**src/rtl/spin_pkg.sv**
```systemverilog
package spin_pkg;

   typedef enum logic [2:0] {
      M_IDLE  = 3'd0,
      M_CHECK = 3'd1,
      M_ALIGN = 3'd2,
      M_START = 3'd3,
      M_RUN   = 3'd4,
      M_PARK  = 3'd5,
      M_BRAKE = 3'd6
   } mode_e;

   typedef logic [2:0] step_t;

   // advance a 1..6 commutation step by n (n <= 6), wrapping after 6
   function automatic step_t step_add(input step_t s, input logic [2:0] n);
      logic [3:0] t;
      t = {1'b0, s} + {1'b0, n};
      return (t > 4'd6) ? step_t'(t - 4'd6) : step_t'(t);
   endfunction

endpackage

```
**src/rtl/spin_step_decode.sv**
```systemverilog
module spin_step_decode
   import spin_pkg::*;
(
   input  step_t      step_i,
   output logic [2:0] hi_o,
   output logic [2:0] lo_o
);

   for (genvar p = 0; p < 3; p++) begin : g_phase
      localparam step_t HI_A = step_t'(2 * p + 1);
      localparam step_t HI_B = step_t'(2 * p + 2);
      localparam step_t LO_A = step_t'(((2 * p + 3) % 6) + 1);
      localparam step_t LO_B = step_t'(((2 * p + 4) % 6) + 1);
      assign hi_o[p] = (step_i == HI_A) || (step_i == HI_B);
      assign lo_o[p] = (step_i == LO_A) || (step_i == LO_B);
   end

endmodule

```
**src/rtl/spin_zc_delay.sv**
```systemverilog
module spin_zc_delay #(
   parameter int MASK_CYC = 5
) (
   input  logic clk_i,
   input  logic rst_ni,
   input  logic arm_i,
   input  logic zc_i,
   output logic adv_o
);

   localparam int CW = $clog2(MASK_CYC + 1);
   localparam logic [CW-1:0] LOAD = CW'(MASK_CYC);

   if (MASK_CYC < 1) begin : g_bad_mask
      $error("spin_zc_delay: MASK_CYC must be at least 1");
   end

   logic [CW-1:0] cnt_q;

   always_ff @(posedge clk_i or negedge rst_ni) begin
      if (!rst_ni)              cnt_q <= '0;
      else if (!arm_i)          cnt_q <= '0;
      else if (cnt_q == '0) begin
         if (zc_i)              cnt_q <= LOAD;
      end else                  cnt_q <= cnt_q - 1'b1;
   end

   assign adv_o = arm_i && (cnt_q == CW'(1));

endmodule

```
**src/rtl/spin_mode_fsm.sv**
```systemverilog
module spin_mode_fsm
   import spin_pkg::*;
#(
   parameter int SPIN_W      = 4,
   parameter int ALIGN_DIV   = 4,
   parameter int ALIGN_TICKS = 64,
   parameter int BRK_W       = 3,
   parameter int PARK_UNIT   = 8
) (
   input  logic             clk_i,
   input  logic             rst_ni,
   input  logic             run_i,
   input  logic             oe_i,
   input  logic             zc_i,
   input  logic             inc_i,
   input  logic             adv_i,
   input  logic             speed_i,
   input  logic [BRK_W-1:0] brk_dly_i,
   output mode_e            mode_o,
   output step_t            step_o
);

   localparam int WIN       = 1 << SPIN_W;
   localparam int ALIGN_LEN = ALIGN_DIV * ALIGN_TICKS;
   localparam int PARK_MAX  = (1 << BRK_W) * PARK_UNIT;
   localparam int LMAX1     = (WIN > ALIGN_LEN) ? WIN : ALIGN_LEN;
   localparam int LMAX      = (LMAX1 > PARK_MAX) ? LMAX1 : PARK_MAX;
   localparam int CNT_W     = $clog2(LMAX + 1);
   localparam logic [CNT_W-1:0] WIN_LAST   = CNT_W'(WIN - 1);
   localparam logic [CNT_W-1:0] ALIGN_LAST = CNT_W'(ALIGN_LEN - 1);

   if (SPIN_W < 1 || ALIGN_DIV < 1 || ALIGN_TICKS < 1 || BRK_W < 1 || PARK_UNIT < 1)
   begin : g_bad_cfg
      $error("spin_mode_fsm: every timing parameter must be at least 1");
   end

   mode_e            mode_q;
   step_t            step_q;
   logic [CNT_W-1:0] cnt_q;
   logic [CNT_W-1:0] park_last;

   assign park_last = CNT_W'((int'(brk_dly_i) + 1) * PARK_UNIT - 1);

   always_ff @(posedge clk_i or negedge rst_ni) begin
      if (!rst_ni) begin
         mode_q <= M_IDLE;
         step_q <= 3'd1;
         cnt_q  <= '0;
      end else begin
         case (mode_q)
            M_IDLE, M_BRAKE: begin
               step_q <= 3'd1;
               cnt_q  <= '0;
               if (run_i) begin
                  mode_q <= M_CHECK;
                  step_q <= 3'd2;
               end
            end
            M_PARK: begin
               if (run_i) begin
                  mode_q <= M_CHECK;
                  step_q <= 3'd2;
                  cnt_q  <= '0;
               end else if (cnt_q == park_last) begin
                  mode_q <= M_BRAKE;
                  cnt_q  <= '0;
               end else begin
                  cnt_q  <= cnt_q + 1'b1;
               end
            end
            M_CHECK: begin
               if (!run_i) begin
                  mode_q <= M_PARK;
                  step_q <= 3'd1;
                  cnt_q  <= '0;
               end else if (oe_i) begin
                  if (zc_i) begin
                     mode_q <= M_START;
                     cnt_q  <= '0;
                  end else if (cnt_q == WIN_LAST) begin
                     mode_q <= M_ALIGN;
                     cnt_q  <= '0;
                  end else begin
                     cnt_q  <= cnt_q + 1'b1;
                  end
               end
            end
            M_ALIGN: begin
               if (!run_i) begin
                  mode_q <= M_PARK;
                  step_q <= 3'd1;
                  cnt_q  <= '0;
               end else if (cnt_q == ALIGN_LAST) begin
                  mode_q <= M_START;
                  step_q <= step_add(step_q, 3'd2);
                  cnt_q  <= '0;
               end else begin
                  cnt_q  <= cnt_q + 1'b1;
                  if (inc_i) step_q <= step_add(step_q, 3'd1);
               end
            end
            M_START, M_RUN: begin
               if (!run_i) begin
                  mode_q <= M_PARK;
                  step_q <= 3'd1;
                  cnt_q  <= '0;
               end else begin
                  if (mode_q == M_START && speed_i) mode_q <= M_RUN;
                  if (inc_i || adv_i) step_q <= step_add(step_q, 3'd1);
               end
            end
            default: begin
               mode_q <= M_IDLE;
               step_q <= 3'd1;
               cnt_q  <= '0;
            end
         endcase
      end
   end

   assign mode_o = mode_q;
   assign step_o = step_q;

endmodule

```
**src/rtl/spindle_seq.sv**
```systemverilog
module spindle_seq
   import spin_pkg::*;
#(
   parameter int SPIN_W      = 4,
   parameter int ALIGN_DIV   = 4,
   parameter int ALIGN_TICKS = 64,
   parameter int MASK_CYC    = 5,
   parameter int BRK_W       = 3,
   parameter int PARK_UNIT   = 8
) (
   input  logic             clk_i,
   input  logic             rst_ni,
   input  logic             oe_i,
   input  logic             run_i,
   input  logic             seq_inc_i,
   input  logic             zc_i,
   input  logic             speed_ok_i,
   input  logic [BRK_W-1:0] brk_dly_i,
   output logic [2:0]       hs_o,
   output logic [2:0]       ls_o,
   output logic             tri_o,
   output logic [2:0]       mode_o,
   output logic [2:0]       step_o,
   output logic             spin_o
);

   mode_e      mode;
   step_t      step;
   logic       adv;
   logic       armed;
   logic       drive_on;
   logic [2:0] tbl_hi;
   logic [2:0] tbl_lo;
   logic       spin_q;

   assign armed    = (mode == M_START) || (mode == M_RUN);
   assign drive_on = armed || (mode == M_ALIGN);

   spin_mode_fsm #(
      .SPIN_W      (SPIN_W),
      .ALIGN_DIV   (ALIGN_DIV),
      .ALIGN_TICKS (ALIGN_TICKS),
      .BRK_W       (BRK_W),
      .PARK_UNIT   (PARK_UNIT)
   ) u_fsm (
      .clk_i     (clk_i),
      .rst_ni    (rst_ni),
      .run_i     (run_i),
      .oe_i      (oe_i),
      .zc_i      (zc_i),
      .inc_i     (seq_inc_i),
      .adv_i     (adv),
      .speed_i   (speed_ok_i),
      .brk_dly_i (brk_dly_i),
      .mode_o    (mode),
      .step_o    (step)
   );

   spin_zc_delay #(.MASK_CYC(MASK_CYC)) u_zcd (
      .clk_i  (clk_i),
      .rst_ni (rst_ni),
      .arm_i  (armed),
      .zc_i   (zc_i),
      .adv_o  (adv)
   );

   spin_step_decode u_dec (
      .step_i (step),
      .hi_o   (tbl_hi),
      .lo_o   (tbl_lo)
   );

   always_ff @(posedge clk_i or negedge rst_ni) begin
      if (!rst_ni) spin_q <= 1'b0;
      else         spin_q <= spin_q ^ zc_i;
   end

   always_comb begin
      hs_o = '0;
      ls_o = '0;
      if (oe_i) begin
         if (drive_on) begin
            hs_o = tbl_hi;
            ls_o = tbl_lo;
         end else if (mode == M_BRAKE) begin
            ls_o = '1;
         end
      end
   end

   assign tri_o  = ~|{hs_o, ls_o};
   assign mode_o = mode;
   assign step_o = step;
   assign spin_o = spin_q;

endmodule

```
**config.mk**
```make
export PLATFORM = sky130hd
export DESIGN_NAME = spindle_seq
export DESIGN_NICKNAME = d
export VERILOG_FILES = /design/src/rtl/spin_pkg.sv /design/src/rtl/spin_step_decode.sv /design/src/rtl/spin_zc_delay.sv /design/src/rtl/spin_mode_fsm.sv /design/src/rtl/spindle_seq.sv
export SDC_FILE = /design/constraint.sdc
export NUM_CORES = 1
export LEC_CHECK = 0
export BUFFER_PORTS_ARGS = -buffer_cell sky130_fd_sc_hd__buf_2
export CAP_MARGIN = 40
export CORE_UTILIZATION = 25
export DETAILED_ROUTE_END_ITERATION = 10
export PLACE_DENSITY = 0.44
export SKIP_LAST_GASP = 1
export SYNTH_ARGS = -nofsm -noshare
export SYNTH_HDL_FRONTEND = slang
export SYNTH_SLANG_ARGS = --single-unit
```
**constraint.sdc**
```tcl
create_clock -name clk_i -period 3.5 [get_ports clk_i]
set_clock_uncertainty 0.15 [all_clocks]
set_input_delay 0.7 -clock clk_i [delete_from_list [all_inputs] [get_ports clk_i]]
set_output_delay 0.7 -clock clk_i [all_outputs]
set_load 0.05 [all_outputs]
```
# == After elaboration in Yosys (flattened, before gate mapping) ==
# Index checks and enable logic that the tools add are counted.
# word_totals
regBits,19
wordCells,105
inputBits,10
out_inout_bits,14
# op_classes
magnitude_cmp,2
reduce_logical,20
add_sub_neg,8
eq_ne,28
muxes,41
bitwise,1
# op_table
cell,n
two-way mux 3 bit,28
two-way mux 9 bit,9
one-hot mux 9 bit (4 select lines),1
one-hot mux 3 bit (5 select lines),2
equality test 3 bit (second input constant),6
equality test 3 x 2 -> 1 bit (second input constant),4
inequality test 3 x 2 -> 1 bit (second input constant),4
adder 9 x 1 -> 9 bit (second input constant),1
equality test 3 x 1 -> 1 bit (second input constant),3
equality test 9 x 4 -> 1 bit (second input constant),1
equality test 9 x 8 -> 1 bit (second input constant),1
equality test 9 bit,1
logical OR 1 bit,9
subtractor 9 x 2 -> 9 bit (second input constant),1
adder 3 x 1 -> 4 bit (second input constant),2
greater-than comparator 4 x 3 -> 1 bit (second input constant),2
inequality test 2 bit (second input constant),4
inequality test 4 x 3 -> 1 bit (second input constant),2
zero test 3 bit,2
inequality test 3 bit (second input constant),2
AND reduction 6 bit,1
OR reduction 6 bit,1
subtractor 3 bit (second input constant),2
adder 3 x 2 -> 4 bit (second input constant),1
8 further kinds,10

# == Longest topological paths before layout ==
# Gate-level depths: netlist of run 1.
# logic_depth
depth_word,7
depth_mapped,11
ltp_nobuf,11

# == Cells and area by module ==
# A second synthesis of run 1 with hierarchy kept.
# hier_totals
hier_cells,209
hier_area_um2,1826.8
# modules_own_cells
module,seq_area_each_um2,cells_per_inst,area_each_um2,n_inst
spin_mode_fsm,376.6,162,1428.9,1
spindle_seq,25.0,25,197.7,1
spin_zc_delay,75.1,13,138.9,1
spin_step_decode,0.0,9,61.3,1

# == Worst setup path before layout of run 1 ==
# OpenSTA, ideal clock, no wires.
# synth_timing
kind,register to output
from,register u_fsm.mode_q[2] (netlist: u_fsm.mode_o[2])
to,output port tri_o
stages_incl_launch_ff,6
arrival_time_ps,3314
setup_slack_ps,-664
n_path_buf,1
required_ps,2650
path_cell_list,dfrtp_1 clkbuf_1 nor2_1 o21ai_0 nor2_1 nor4_1
# synth_between
elab_chain_len,7
word_cells_on_any_way,13
classes_between,eq/ne: 4; mux: 5; reduce/logical: 4
# synth_lines
item,line,text
from (decl),spin_mode_fsm.sv:37,mode_e mode_q;
from (signal assigned),spin_mode_fsm.sv:46,mode_q <= M_IDLE;
from (signal assigned),spin_mode_fsm.sv:55,mode_q <= M_CHECK;
from (signal assigned),spin_mode_fsm.sv:61,mode_q <= M_CHECK;
equality test 3 x 2 -> 1 bit or equality test 3 bit (tied branches),spindle_seq.sv:36,assign armed = (mode == M_START) || (mode == M_RUN);
logical OR 1 bit,spindle_seq.sv:36,
logical OR 1 bit *,spindle_seq.sv:37,assign drive_on = armed || (mode == M_ALIGN);
two-way mux 3 bit *,spindle_seq.sv:82,if (drive_on) begin
two-way mux 3 bit *,spindle_seq.sv:81,if (oe_i) begin
named net hs_o[1],spindle_seq.sv:19,"output logic [2:0] hs_o,"
OR reduction 6 bit *,spindle_seq.sv:91,"assign tri_o = ~|{hs_o, ls_o};"
zero test 1 bit *,spindle_seq.sv:91,
to (decl),spindle_seq.sv:21,"output logic tri_o,"
# Mark *: on every way through the listed nets, which the timed path passes. The rest lies on a longest branch.

# == Worst setup path after layout of run 1 ==
# layout_timing
from,register u_fsm.cnt_q[0]
to,register u_fsm.mode_q[0] (netlist: u_fsm.mode_o[0])
# layout_between
elab_chain_len,3
word_cells_on_any_way,7
classes_between,eq/ne: 6; reduce/logical: 1
# layout_lines
item,line,text
from (decl),spin_mode_fsm.sv:39,logic [CNT_W-1:0] cnt_q;
from (signal assigned),spin_mode_fsm.sv:68,cnt_q <= cnt_q + 1'b1;
from (signal assigned),spin_mode_fsm.sv:84,cnt_q <= cnt_q + 1'b1;
from (signal assigned),spin_mode_fsm.sv:98,cnt_q <= cnt_q + 1'b1;
equality test 9 x 4 -> 1 bit (tied with other cells),spin_mode_fsm.sv:80,end else if (cnt_q == WIN_LAST) begin
inequality test 4 x 3 -> 1 bit (no line) or inequality test 3 x 2 -> 1 bit (tied branches),--,
AND reduction 6 bit (no line) *,--,
to (signal assigned),spin_mode_fsm.sv:78,mode_q <= M_START;
to (signal assigned),spin_mode_fsm.sv:81,mode_q <= M_ALIGN;
to (signal assigned),spin_mode_fsm.sv:90,mode_q <= M_PARK;
# Every way passes the cells marked *; elsewhere a longest branch is shown, timed or not.
# A chain may end at the register's enable or synchronous reset.

==> results of run 1 <==
[how the worst min path moves through the flow]
stage	start	end	slack, ns	cells past startpoint
4_1_cts	rst_ni	u_fsm.mode_o[2]	0.25	1
5_1_grt	rst_ni	u_fsm.cnt_q[5]	0.27	1
3_3_place_gp	spin_o	spin_o	0.31	1
2_1_floorplan	rst_ni	spin_o	0.25	0
6_report	rst_ni	u_fsm.mode_o[2]	0.23	1
3_5_place_dp	spin_o	spin_o	0.30	1
[final cells by class]
cell class,instances,area (sq um)
fillers,735,4740
multi-input cells,170,1230
inverters,10,37.5
flip-flops and latches,19,477
clock buffers,4,45.0
repair buffers,27,145
well taps,96,120
[sequential cells by signal (all words and copies together) (netlist names)]
register	count
spin_o	1
u_fsm.cnt_q	9
u_fsm.mode_o	3
u_fsm.step_o	3
u_zcd.cnt_q	3
[critical path: cells and delay by family (launching register included)]
| kind | cells | cell delay, ns |
|---|---|---|
| AOI/OAI and AO/OA | 4 | 0.83 |
| DFF | 1 | 0.40 |
| adders and majority gates | 2 | 0.51 |
| and+or+nand+nor | 5 | 1.11 |
[through the flow]
step	power [mW]	util
after global placement	1.41	0.295
final	1.55	0.302
after CTS	1.57	0.302
after detailed placement	1.40	0.295
after floorplan	1.17	-
after global routing	1.68	0.302
[cells by family after synthesis]
group           share of synthesized area
mux                                0.0305
simple gates                        0.232
flops                               0.271
fa+ha+maj                           0.107
compound gates                      0.264
xor+xnor                           0.0547
buf+inv                            0.0412
[cell usage in the layout, fill, tap and decap left out, types with 2 or more instances in the layout]
| cell type | instances |
|---|---|
| xnor2_1 | 8 |
| nor2_1 | 27 |
| and3_1 | 5 |
| a31oi_4 | 2 |
| dfrtp_1 | 18 |
| mux2_2 | 3 |
| a21o_1 | 2 |
| buf_4 | 4 |
| and2_1 | 5 |
| nor4_1 | 2 |
| mux2i_1 | 2 |
| a31oi_1 | 5 |
| buf_2 | 23 |
| o22a_1 | 2 |
| nor3_1 | 5 |
| ha_1 | 15 |
| inv_1 | 10 |
| a22o_1 | 4 |
| a21oi_1 | 16 |
| nor2b_1 | 3 |
| clkbuf_8 | 3 |
| nand2_1 | 10 |
| o21ai_1 | 4 |
| o22ai_1 | 2 |
| xor2_1 | 3 |
| nand2b_1 | 11 |
| o21ai_0 | 10 |
[power breakdown]
part / internal, mW / switching (mW)
Combinational: 0.366 / 0.661
Sequential: 0.285 / 0.0797
Clock: 0.0810 / 0.0760
[layer usage]
layer | track usage | up-vias
met5 | 0 | -
met4 | 0.0258 | 0
met3 | 0.0231 | 4
met2 | 0.204 | 28
met1 | 0.166 | 732
li1 | - | 796
==> results_dict.tcl, run 1 <==
set metrics [dict create \
    status "complete, no violations" \
    grt_pass1_vias 1430 \
    syn_inst 205 \
    maxUsedRoutingLayer "met4" \
    max_stage_delay_ns 0.40 \
    met2_length_mm 1.96 \
    synth_area_leader_cell "dfrtp_1" \
    postCtsResizedCells 0 \
    fin_crit_sh 0.888 \
    die_area_sq_um 7390 \
    slowest_stage "dfrtp_1" \
    r2r_setup_slack_ns 0.39 \
    reg2reg_from "u_fsm.cnt_q[0]" \
    crit_path_end_kind "register" \
    cts-root-buf "clkbuf_8" \
    clkTransAtPathRegs_ns 0.08 \
    drv_cap 0 \
    synth_cell_types 52 \
    grt_pass1_wl_mm 7.14 \
    die_h_um 85.9 \
    peakVddDrop_mv 0.387 \
    wl_met1_mm 2.13 \
    grt_use_total 0.123 \
    worst_slack_ns 0.391 \
    timing.setup.tns_ns 0 \
    dp_hpwl_mm 3.25 \
    worstSetupPathType "register to register" \
    clock.fmax_mhz 322 \
    synth_edf_count 0 \
    stdcell_count 326 \
    dpl_cell_area_sq_um 2010 \
    r2r_cells 11 \
    crit_path_end "u_fsm.mode_o[0]" \
    post_drt_via_cell_ratio 4.79 \
    hold_ws_ns 0.230 \
    start_util 0.259 \
    fin_crit_ns 3.11 \
    clkSinkCount 19 \
    wl_met3_um 140 \
    wirelength_mm 4.28 \
    dp_worst_setup_slack_ns 0.430 \
    cp.arrival_ns 3.11 \
    worstMarginPinSlew_ns 0.709 \
    critPathMaxFanout 6 \
    firstDrtPassIters 4 \
    cp_common_cell "and3_1" \
    n_antenna_cell 0 \
    wl_per_cell_um 13.1 \
    area_growth_pct 16.5 \
    rsz0062_at_grt "false" \
    cp.required_ns 3.50 \
    ys_ff_latch 19 \
    drt.antenna.violating_nets 0 \
    worstSetupStartpoint "u_fsm.cnt_q[0]" \
    yosysMostFrequentCell "nor2_1" \
    hold_buffers 0 \
    fin_area_sq_um 2050 \
    setup_violations 0 \
    report.final.slew_viol_count 0 \
    cts_made_buffers 3 \
    rr_endpoint "u_fsm.mode_o[0]" \
    clk-insertion-delay-late_ns 0.26 \
    ys_top_cells_by_count "27 x nor2_1, 18 x dfrtp_1, 16 x a21oi_1, 15 x ha_1, 11 x nand2b_1" \
    dp.cells 322 \
    seq_area_frac_synth 0.271 \
    power_density_nw_per_um2 754 \
    synthTopCellsByArea "dfrtp_1 26%, ha_1 11%, nor2_1 5.8%" \
    synth_top_area_share 0.256 \
    critPathLaunchType "register" \
    drcViolationCount 0 \
    drive_gt1_frac 0.183 \
    ys.warnings.count 0 \
    io_pins 24 \
    cts_buffer_depth 2 \
    path_cells "ha_1 > and3_1 > and3_1 > and3_1 > ha_1 > or3b_1 > a311oi_2 > nor3_1 > a31oi_4 > a21oi_1 > o22a_1" \
    placementRows 30 \
    min_path_type "input port to async pin" \
    cts_setup_buffers 0 \
    postSynth.asyncResetShare 1.00 \
    die_w_um 85.9 \
    grt_overflow 0 \
    drtIter0Drc 51 \
    core_area_sq_um 6790 \
    gp_congestion 0.764 \
    cts_tree "done" \
    port_buffers 23 \
    leakagePower_nw 0.892 \
    grt_start_max_net_pins 20 \
    fin_nets 256 \
    cts.htree.levels 1 \
    synth_area_sq_um 1760 \
    hold_viol 0 \
    syn_area_per_cell_sq_um 8.59 \
    synth_ff_type "dfrtp_1" \
    vias 1560 \
    antenna_found_initial 0 \
    synth_nets 230 \
    slew_headroom 0.522 \
]
No activity file was read; power rests on OpenSTA's default activity.
==> inputs of run 2 (changes only) <==
clock period = 3.75 ns   (was 3.5 ns; I/O delays follow)
==> results_dict.tcl, run 2 (synthesis results as in run 1) <==
set metrics [dict create \
    critPathLaunchType "register" \
    largest_reg_flops 9 \
    die_h_um 85.9 \
    io_pins 24 \
    grt_use_total 0.122 \
    status "complete, no violations" \
    die_area_sq_um 7390 \
    layout.area.seq_sq_um 477 \
    hold_viol 0 \
    firstDrtPassIters 4 \
    leakagePower_nw 0.882 \
    die_w_um 85.9 \
    regMostFlops "u_fsm.cnt_q" \
    cts_buffer_depth 2 \
    peakVddDrop_mv 0.319 \
    multiInputGateArea_sq_um 1220 \
    core_area_sq_um 6790 \
    hold_buffers 0 \
    fin_nets 255 \
    slew_headroom 0.536 \
    post_drt_via_cell_ratio 4.90 \
    port_buffers 23 \
    start_util 0.259 \
    top_usage_layer "met2" \
    placementRows 30 \
    vias 1594 \
    cts_tree "done" \
    path_buf_inv 0 \
    grt_pass1_vias 1476 \
    path_cells "ha_1 > and3_1 > and3_1 > and3_1 > ha_1 > or3b_1 > a311oi_2 > nor3_1 > a31oi_4 > nor2_1 > o22a_1" \
    worstSetupPathType "register to register" \
    setup_violations 0 \
    dp_worst_setup_slack_ns 0.656 \
    fin_crit_ns 3.11 \
    gp_congestion 0.793 \
    p_sw_mw 0.762 \
    cts.htree.levels 1 \
    min_path_type "input port to async pin" \
    cp.required_ns 3.76 \
    swShare 0.530 \
    dp_hpwl_mm 3.28 \
    postCtsResizedCells 0 \
    cts_made_buffers 3 \
    power_density_nw_per_um2 706 \
    timing.setup.tns_ns 0 \
    drive_gt1_frac 0.179 \
    cts-root-buf "clkbuf_8" \
    max_stage_delay_ns 0.41 \
    cts_setup_buffers 0 \
    p_comb_frac 0.663 \
    slowest_stage "dfrtp_1" \
    critPathMaxFanout 6 \
    gr-usage-met3 0.0202 \
    met2_usage 0.207 \
    drcViolationCount 0 \
    area_growth_pct 15.6 \
    utilization 0.300 \
    drtIter0Drc 57 \
    path_delay_family "simple AND/OR/NAND/NOR gates" \
    worst_slack_ns 0.642 \
    final_common_cell "nor2_1" \
    clk-insertion-delay-late_ns 0.26 \
    crit_path_end_kind "register" \
    cp_common_cell "and3_1" \
    clock.fmax_mhz 322 \
    wl_per_cell_um 13.2 \
    worstMarginPinSlew_ns 0.688 \
    dpl_cell_area_sq_um 1990 \
    use_met1 0.165 \
    fin_area_sq_um 2040 \
    cp.arrival_ns 3.12 \
    power_frac_seq 0.231 \
    clkTransAtPathRegs_ns 0.08 \
    internal_power_mw 0.676 \
    drv_cap 0 \
    grt_overflow 0 \
    mostFrequentLayoutCells "27 x nor2_1, 23 x buf_2, 18 x dfrtp_1, 16 x a21oi_1, 15 x ha_1" \
    fillers 720 \
    n_antenna_cell 0 \
    antenna_found_initial 0 \
    grt_start_max_net_pins 20 \
    fin_crit_sh 0.829 \
    grt_pass1_wl_mm 7.31 \
    drt.antenna.violating_nets 0 \
    power_mw 1.44 \
    rsz0062_at_grt "false" \
    wirelength_mm 4.30 \
    pwr-share-clk 0.106 \
    clkSinkCount 19 \
    report.final.slew_viol_count 0 \
]
## run 2: changes by cell type in the layout (fill, tap and decap cells not counted)
cell	previous run	this run
nor4_4	1	0
nor4_2	0	1
buf_4	4	3
## run 2: final cells by class
class	count	share of cell area
tap	96	0.0590
clock buffer	4	0.0221
inverter	10	0.0184
multi-input combinational	170	0.599
timing repair buffer	26	0.0676
sequential	19	0.234
## run 2: power by group through the flow
| stage | combinational, mW | clock, mW | sequential, mW |
|---|---|---|---|
| 6_report | 0.954 | 0.152 | 0.332 |
| 5_1_grt | 1.06 | 0.160 | 0.344 |
| 4_1_cts | 0.964 | 0.156 | 0.333 |
| 3_5_place_dp | 0.958 | 0 | 0.336 |
| 3_3_place_gp | 0.966 | 0 | 0.338 |
| 2_1_floorplan | 0.648 | 0 | 0.439 |
## run 2: worst reg2reg max path, delay by kind of cell, from the launching register on
kind	cells	cell delay, ns
compound gates	3	0.78
flops	1	0.41
fa+ha+maj	2	0.51
simple gates	6	1.18
## run 2: per-layer routing
metal	part of all wire	routed length [um]
met1	0.49	2110
met2	0.47	2010
met3	0.032	138
met4	0.011	46
met5	0	0
## run 2: final timing paths
| kind | from | endpoint | slack [ns] | cells after the start |
|---|---|---|---|---|
| setup reg to reg | u_fsm.cnt_q[0] | u_fsm.mode_o[2] | 0.64 | 11 |
| min in group clk_i | spin_o | spin_o | 0.32 | 1 |
| hold / removal | rst_ni | u_fsm.mode_o[2] | 0.29 | 1 |
| max in group asynchronous | rst_ni | u_fsm.step_o[0] | 2.81 | 1 |
| setup / recovery | u_fsm.cnt_q[0] | u_fsm.mode_o[2] | 0.64 | 11 |
| hold reg to reg | spin_o | spin_o | 0.32 | 1 |
## run 2: through the flow
stage	cells	hold WS, ns
after floorplan	205	0.304
after global placement	321	0.317
after detailed placement	321	0.317
after CTS	325	0.303
after global routing	325	0.335
final	325	0.286
